<file path="src/rtl/hz_pkg.sv">
package hz_pkg;

    // Interlock phase tracked between cycles
    typedef enum logic [1:0] {
        HZ_RUN   = 2'd0,
        HZ_HOLD2 = 2'd1,
        HZ_FWD   = 2'd2
    } hz_state_e;

    // Operand source choice for one decode operand
    typedef enum logic {
        OPS_RF = 1'b0,
        OPS_WB = 1'b1
    } opsel_e;

    // Match result of one decode source against the older stages
    typedef struct packed {
        logic x_hit;
        logic w_hit;
    } src_hit_t;

endpackage

</file>
<file path="src/rtl/hz_src_cmp.sv">
module hz_src_cmp #(
    parameter int REG_AW = 5
) (
    input  logic              dec_valid,
    input  logic [REG_AW-1:0] src_idx,
    input  logic              src_use,
    input  logic              ex_valid,
    input  logic              ex_wen,
    input  logic [REG_AW-1:0] ex_dst,
    input  logic              wb_valid,
    input  logic              wb_wen,
    input  logic [REG_AW-1:0] wb_dst,
    output hz_pkg::src_hit_t  hit
);
    localparam logic [REG_AW-1:0] ZERO_IDX = '0;

    logic live;
    logic ex_writes;
    logic wb_writes;

    // A source can only depend on something if it is real and not the zero register
    assign live      = dec_valid && src_use && (src_idx != ZERO_IDX);
    assign ex_writes = ex_valid && ex_wen;
    assign wb_writes = wb_valid && wb_wen;

    always_comb begin
        hit.x_hit = live && ex_writes && (ex_dst == src_idx);
        hit.w_hit = live && wb_writes && (wb_dst == src_idx);
    end

endmodule

</file>
<file path="src/rtl/hz_seq.sv">
module hz_seq
    import hz_pkg::*;
#(
    parameter int NSRC = 2
) (
    input  logic            clk,
    input  logic            rst_n,
    input  logic            bypass_en,
    input  logic [NSRC-1:0] x_hits,
    input  logic [NSRC-1:0] w_hits,
    output logic            stall,
    output logic            bubble,
    output logic [NSRC-1:0] src_from_wb,
    output hz_state_e       phase
);
    hz_state_e state_q;
    hz_state_e state_d;
    logic      any_x;
    logic      any_w;

    assign any_x = |x_hits;
    assign any_w = |w_hits;
    assign phase = state_q;

    // State register
    always_ff @(posedge clk or negedge rst_n) begin
        if (!rst_n) begin
            state_q <= HZ_RUN;
        end else begin
            state_q <= state_d;
        end
    end

    // Next phase: an execute-stage hit decides what the following cycle owes
    always_comb begin
        state_d = HZ_RUN;
        unique case (state_q)
            HZ_RUN, HZ_HOLD2, HZ_FWD: begin
                if (any_x) begin
                    state_d = bypass_en ? HZ_FWD : HZ_HOLD2;
                end else begin
                    state_d = HZ_RUN;
                end
            end
            default: state_d = HZ_RUN;
        endcase
    end

    // Outputs: decided from the stage contents of this cycle
    always_comb begin
        stall  = any_x || (!bypass_en && any_w);
        bubble = stall;
        for (int s = 0; s < NSRC; s++) begin
            src_from_wb[s] = (bypass_en && w_hits[s] && !x_hits[s]) ? OPS_WB : OPS_RF;
        end
    end

    // A non-RUN phase means a bubble was just placed in execute
    AST_BUBBLE_LANDED: assert property (@(posedge clk) disable iff (!rst_n)
        (state_q != HZ_RUN) |-> !any_x);

endmodule

</file>
<file path="src/rtl/hz_interlock.sv">
module hz_interlock
    import hz_pkg::*;
#(
    parameter int REG_AW = 5,
    parameter int NSRC   = 2
) (
    input  logic                   clk,
    input  logic                   rst_n,
    input  logic                   bypass_en,
    input  logic                   dec_valid,
    input  logic [NSRC*REG_AW-1:0] dec_src_idx,
    input  logic [NSRC-1:0]        dec_src_use,
    input  logic                   ex_valid,
    input  logic                   ex_wen,
    input  logic [REG_AW-1:0]      ex_dst,
    input  logic                   wb_valid,
    input  logic                   wb_wen,
    input  logic [REG_AW-1:0]      wb_dst,
    output logic                   stall,
    output logic                   bubble,
    output logic [NSRC-1:0]        src_from_wb
);
    localparam int IDX_W = NSRC * REG_AW;
    localparam logic [IDX_W-1:0] ALL_ZERO = '0;

    src_hit_t        hits [NSRC];
    logic [NSRC-1:0] x_hits;
    logic [NSRC-1:0] w_hits;
    hz_state_e       phase;

    for (genvar s = 0; s < NSRC; s++) begin : g_src
        hz_src_cmp #(.REG_AW(REG_AW)) u_cmp (
            .dec_valid (dec_valid),
            .src_idx   (dec_src_idx[s*REG_AW +: REG_AW]),
            .src_use   (dec_src_use[s]),
            .ex_valid  (ex_valid),
            .ex_wen    (ex_wen),
            .ex_dst    (ex_dst),
            .wb_valid  (wb_valid),
            .wb_wen    (wb_wen),
            .wb_dst    (wb_dst),
            .hit       (hits[s])
        );
        assign x_hits[s] = hits[s].x_hit;
        assign w_hits[s] = hits[s].w_hit;

        // Younger producer in execute overrides an older write-back match
        AST_YOUNGEST_WINS: assert property (@(posedge clk) disable iff (!rst_n)
            x_hits[s] |-> (!src_from_wb[s] && stall));
    end

    hz_seq #(.NSRC(NSRC)) u_seq (
        .clk         (clk),
        .rst_n       (rst_n),
        .bypass_en   (bypass_en),
        .x_hits      (x_hits),
        .w_hits      (w_hits),
        .stall       (stall),
        .bubble      (bubble),
        .src_from_wb (src_from_wb),
        .phase       (phase)
    );

    AST_EX_HIT_HOLDS: assert property (@(posedge clk) disable iff (!rst_n)
        (|x_hits) |-> (stall && bubble));

    AST_NOFWD_WB_HOLDS: assert property (@(posedge clk) disable iff (!rst_n)
        (!bypass_en && (|w_hits)) |-> stall);

    AST_BYP_TAKES_WB: assert property (@(posedge clk) disable iff (!rst_n)
        (bypass_en && !(|x_hits)) |-> (!stall && (src_from_wb == w_hits)));

    AST_ZERO_IDX_QUIET: assert property (@(posedge clk) disable iff (!rst_n)
        (dec_src_idx == ALL_ZERO) |-> (!stall && (src_from_wb == '0)));

    AST_IDLE_DECODE: assert property (@(posedge clk) disable iff (!rst_n)
        !dec_valid |-> (!stall && !bubble && (src_from_wb == '0)));

    AST_SECOND_HOLD: assert property (@(posedge clk) disable iff (!rst_n)
        (phase == HZ_HOLD2 && !bypass_en && dec_valid) |-> stall);

    AST_SINGLE_HOLD: assert property (@(posedge clk) disable iff (!rst_n)
        (phase == HZ_FWD && bypass_en) |-> !stall);

endmodule

</file>
<file path="config.mk">
export PLATFORM = sky130hd
export DESIGN_NAME = hz_interlock
export DESIGN_NICKNAME = d
export VERILOG_FILES = /design/src/rtl/hz_pkg.sv /design/src/rtl/hz_src_cmp.sv /design/src/rtl/hz_seq.sv /design/src/rtl/hz_interlock.sv
export SDC_FILE = /design/constraint.sdc
export NUM_CORES = 1
export LEC_CHECK = 0
export CAP_MARGIN = 5
export CELL_PAD_IN_SITES_DETAIL_PLACEMENT = 0
export CELL_PAD_IN_SITES_GLOBAL_PLACEMENT = 1
export CORE_UTILIZATION = 22
export DETAILED_ROUTE_END_ITERATION = 6
export PLACE_DENSITY = 0.94
export REMOVE_ABC_BUFFERS = 1
export SLEW_MARGIN = 15
export SYNTH_ARGS = -nofsm -noshare
export SYNTH_HDL_FRONTEND = slang
export SYNTH_HIERARCHICAL = 1
export SYNTH_SLANG_ARGS = --single-unit
export TNS_END_PERCENT = 100
</file>
<file path="constraint.sdc">
create_clock -name vclk -period 2.1
set_input_delay 0.42 -clock vclk [all_inputs]
set_output_delay 0.42 -clock vclk [all_outputs]
set_load 0.05 [all_outputs]
</file>
# ---- Yosys cells after proc, flatten, opt, wreduce, memory -nomap -nowiden
# Cells that the tools add are included.
dict set report classes {
  n_eq_ne 4
  mux 2
  reduce_logical 27
}
# op n
set ops {}
lappend ops {{5-bit equality test} 4}
lappend ops {{1-bit logical AND} 19}
lappend ops {{5-bit nonzero test} 2}
lappend ops {{2-bit OR reduction} 2}
lappend ops {{1-bit logical NOT} 3}
lappend ops {{1-bit 2-to-1 mux} 2}
lappend ops {{1-bit logical OR} 1}
dict set report totals {
  regBits 0
  out_inout_bits 4
  elab_cells 33
}

# ---- Depth between registers and ports, before layout
# Gate-level depths: netlist (run 1).
dict set report logic_depth {
  ltp_word 7
  ltp_mapped 6
  mapped_depth_nobuf 5
}

# ---- Cells and area by module
# Netlist (run 1), hierarchy kept.
# module instances cells_each area_per_inst_um2 seq_area_each_um2
set by_module_without_submodules {}
lappend by_module_without_submodules {hz_src_cmp 2 18 140.1 0.0}
lappend by_module_without_submodules {hz_seq 1 13 108.9 50.0}

# ---- Worst setup path before layout (run 1)
# OpenSTA, ideal clock, no wires.
dict set report synth_timing {
  path_kind {input -> output}
  from {input port dec_src_idx[6]}
  to {output port stall}
  arrival_time_ps 2447
  slack_ps -767
  cell_stages 6
  n_path_buf 1
  cell_sequence {xnor2_1 > nand4_1 > nor3_1 > nor2_1 > o21ai_0 > buf_4}
}
# item line
set synth_lines {}
lappend synth_lines {{from (decl)} hz_interlock.sv:11} ;# input logic [NSRC*REG_AW-1:0] dec_src_idx,
lappend synth_lines {{to (decl)} hz_interlock.sv:19} ;# output logic stall,

==> results.json, run 1 <==
{
  "status": "finished, violations left",
  "violations": "negative setup slack",
  "cts_setup_buffers": 0,
  "rsz0062_at_grt": "yes",
  "vias_per_cell": 4.68,
  "hold_path_class": "primary input to output pin",
  "drc": 0,
  "ios": 34,
  "synth_warnings": 6,
  "post-place-cells": 100,
  "grt_max_degree": 4,
  "hold_viol": 0,
  "cp_max_fo": 2,
  "totalWireLength_um": 1070,
  "combPwrFrac_pct": 100.0,
  "period_share_pct": 101,
  "die_h_um": 39.9,
  "peakVddDrop_v": 0.0000913,
  "die_area_um2": 1590,
  "crit_path_end_kind": "output pin",
  "synthCells": 44,
  "critPathKind": "primary input to output pin",
  "fill_cells": 140,
  "total_power_mw": 0.127,
  "start_util_pct": 23.9,
  "setup_viol": 3,
  "regArea_um2": 0,
  "slew_violations": 0,
  "design_area_um2": 769,
  "row_count": 13,
  "p_seq_share_pct": 0,
  "n_antenna_cell": 0,
  "critPathArrivalTime_ns": 1.71,
  "p_leak_nw": 0.322,
  "switchingPower_mw": 0.0492,
  "wl_per_cell_um": 10.7,
  "dr.pass1.iters": 4,
  "die_w_um": 39.9,
  "tightest_slew_ns": 0.219,
  "setup_slack_ns": -0.0262,
  "antenna_found_initial": 0,
  "final_layout_size_suffix_gt1_share_pct": 36.5,
  "placed_area_um2": 737,
  "fin_nets": 117,
  "antenna_left": 0,
  "p_per_area_nw_per_um2": 165,
  "holdWs_ns": 1.40,
  "num-clock-buffers": 0,
  "synth_area_um2": 315,
  "grt_usage_pct": 15.9,
  "vias": 468,
  "p_int_mw": 0.0774,
  "fmax_mhz": 470,
  "grt_overflow_total": 0,
  "clkPwrFrac_pct": 0,
  "max_slew_margin_pct": 85.4,
  "grt_pass1_vias": 447,
  "io_buffers": 32,
  "dp_hpwl_um": 964,
  "min_period_ns": 2.13,
  "grt_pass1_wl_um": 1790,
  "switching_share_pct": 38.8,
  "drv_cap": 0,
  "hold_start": "dec_src_use[0]",
  "area_growth_pct": 144,
  "drt_iter0_drc": 8,
  "start_kind": "primary input",
  "syn-mean-instance-area_um2": 7.17,
  "critical_path_required_ns": 1.68,
  "startpoint": "dec_src_idx[4]",
  "gp_congestion": 0.798,
  "tns_ns": -0.0662,
  "multiInputGateArea_um2": 357,
  "design.seq.count": 0,
  "core_um2": 1320,
  "fin_cells": 100
}
power by group through the flow:
stage	clock network (mW)	registers [mW]	logic (mW)
after detailed placement	0	0	0.132
after global routing	0	0	0.137
final	0	0	0.127
after global placement	0	0	0.129
after floorplan	0	0	0.0432
after CTS	0	0	0.124
worst paths after layout:
| path | to | depth (start not counted) | slack (ns) |
|---|---|---|---|
| worst max-delay path | bubble | 7 | -0.03 |
| worst min-delay path | src_from_wb[0] | 6 | 1.40 |
critical path: stages:
cell and delay (ns):
buf_6 0.09, or4_4 0.54, o211ai_4 0.20, nor3_2 0.06, nor2_1 0.14, o21ai_2 0.09, buf_6 0.16
placed cells by master, fill, tap and decap left out:
cell / instances
nor3_2: 4
nor2_1: 4
dlygate4sd2_1: 10
dlymetal6s2s_1: 4
o211ai_4: 2
o21ai_2: 1
buf_12: 2
clkdlybuf4s50_1: 6
buf_4: 10
buf_2: 5
clkdlybuf4s15_2: 1
nand3_1: 4
buf_6: 4
nand4_1: 4
or4_4: 2
xnor2_1: 20
nand2_1: 2
through the flow:
stage                     setup slack, ns  utilization [%]
final                             -0.0262             58.4
after global routing              -0.0771             58.4
after CTS                         -0.0537             55.8
after detailed placement           -0.454             55.9
after global placement             -0.403             55.9
after floorplan                     -1.35                -
cell type report:
class                           instances  area share, %
Timing Repair Buffer                   42           51.2
Tap cell                               15           2.44
Multi-Input combinational cell         43           46.3
timing repair:
item,4_1_cts,5_1_grt
endpoints found under the setup margin,4,4
cloned,0,0
resized for setup,52,7
hold buffers,0,0
pin swaps,14,10
layer usage:
layer / share of wire, % / vias up / GRT usage (%)
li1: - / 240 / -
met1: 40 / 205 / 18.4
met2: 53 / 23 / 33.2
met3: 6.7 / 0 / 0
met4: 0 / 0 / 0
met5: 0 / - / 0
(Power assumes the default switching activity.)
==> run 2, diff against run 1 <==
- ABC_CLOCK_PERIOD_IN_PS: not set -> 2100
==> results of run 2 <==
Final layout, timing and power as in run 1 (identical DEF).
==> run 3, diff against run 2 <==
- CORE_MARGIN: not set -> 2
==> results.json, run 3 (same netlist as run 1, synthesis figures left out) <==
{
  "min_period_ns": 2.12,
  "grt_overflow_total": 0,
  "critPathArrivalTime_ns": 1.70,
  "hold_path_class": "primary input to output pin",
  "max_slew_margin_pct": 85.5,
  "holdWs_ns": 1.41,
  "dp_hpwl_um": 959,
  "gp_congestion": 0.771,
  "startpoint": "dec_src_idx[0]",
  "grt_pass1_wl_um": 1810,
  "antenna_found_initial": 0,
  "max_stage_delay_ns": 0.54,
  "row_count": 13,
  "grt_max_degree": 4,
  "use_met3_pct": 1.74,
  "final_cell_mix": "xnor2_1, dlygate4sd2_1, buf_4, clkdlybuf4s50_1",
  "total_power_mw": 0.123,
  "setup_slack_ns": -0.0180,
  "regArea_um2": 0,
  "area_growth_pct": 136,
  "path_cells": "buf_6 -> or4_4 -> o211ai_4 -> nor3_2 -> nor2_1 -> o21ai_2 -> buf_6",
  "critical_path_required_ns": 1.68,
  "crit_path_top_delay_cell": "or4_4",
  "core_um2": 1320,
  "vias": 439,
  "start_util_pct": 23.9,
  "use_met1_pct": 14.1,
  "hold_viol": 0,
  "grt.met2_usage_pct": 25.9,
  "final_layout_size_suffix_gt1_share_pct": 38.6,
  "fill_cells": 142,
  "start_kind": "primary input",
  "drv_cap": 0,
  "die_w_um": 41.9,
  "peakVddDrop_v": 0.0000864,
  "fin_nets": 115,
  "holdPathStages": 7,
  "cp_max_fo": 2,
  "vias_per_cell": 4.48,
  "die_h_um": 41.9,
  "grt_pass1_vias": 457,
  "n_antenna_cell": 0,
  "cts_setup_buffers": 0,
  "p_leak_nw": 0.294,
  "critPathKind": "primary input to output pin",
  "status": "finished, violations left",
  "totalWireLength_um": 1080,
  "wl_per_cell_um": 11.0,
  "fmax_mhz": 472,
  "tightest_slew_ns": 0.217,
  "die_area_um2": 1750,
  "cpMostUsedCell": "buf_6",
  "antenna_left": 0,
  "crit_path_end": "stall",
  "rsz0062_at_grt": "yes",
  "ios": 34,
  "grt_usage_pct": 12.6,
  "period_share_pct": 101,
  "slew_violations": 0,
  "final_common_cell": "xnor2_1",
  "design.seq.count": 0,
  "violations": "negative setup slack",
  "p_per_area_nw_per_um2": 165,
  "drt_iter0_drc": 0,
  "gr-max-usage-layer": "met2",
  "setup_viol": 2,
  "num-clock-buffers": 0,
  "crit_path_end_kind": "output pin",
  "drc": 0,
  "io_buffers": 32,
  "dr.pass1.iters": 1
}
run 3: where the power goes:
part / switching [mW] / internal (mW)
Clock: 0 / 0
Combinational: 0.0482 / 0.0748
Sequential: 0 / 0
run 3: worst min-delay path by stage:
stage / from / slack [ns] / end
2_1_floorplan: bypass_en / 1.06 / src_from_wb[0]
3_3_place_gp: bypass_en / 1.56 / src_from_wb[1]
3_5_place_dp: bypass_en / 1.56 / src_from_wb[0]
4_1_cts: dec_src_idx[1] / 1.43 / src_from_wb[0]
5_1_grt: dec_valid / 1.46 / src_from_wb[0]
6_report: dec_src_idx[1] / 1.41 / src_from_wb[0]
run 3: area by class of cell:
class	count	area [µm²]	area share (%)
Multi-Input combinational cell	43	359	48.3
Tap cell	15	18.8	2.53
Timing Repair Buffer	40	365	49.2
run 3: repair_timing:
action | in CTS | in global routing
pin swaps | 16 | 9
hold buffers | 0 | 0
setup endpoints to repair | 4 | 4
endpoints found under the hold margin | 0 | 0
resized for setup | 54 | 11
run 3: per-stage QoR:
step | util [%] | cell area [µm²] | std cells | setup TNS (ns) | setup WS, ns
floorplan | - | 308 | 43 | -3.06 | -1.35
global placement | 54.8 | 722 | 98 | -1.56 | -0.420
detailed placement | 54.8 | 722 | 98 | -1.59 | -0.432
CTS | 55.3 | 728 | 98 | -0.154 | -0.0514
global route | 56.4 | 743 | 98 | -0.192 | -0.0701
finish | 56.4 | 743 | 98 | -0.0356 | -0.0180
run 3: critical path, delay by kind of cell:
kind,cells,cell delay (ns)
and+or+nand+nor,3,0.74
AOI/OAI and AO/OA,2,0.29
buffers and inverters,2,0.25
run 3: per-layer routing:
metal / up-vias / part of all wire, %
met4: 0 / 0
met1: 183 / 36
met5: - / 0
met3: 0 / 9.1
li1: 236 / -
met2: 20 / 55
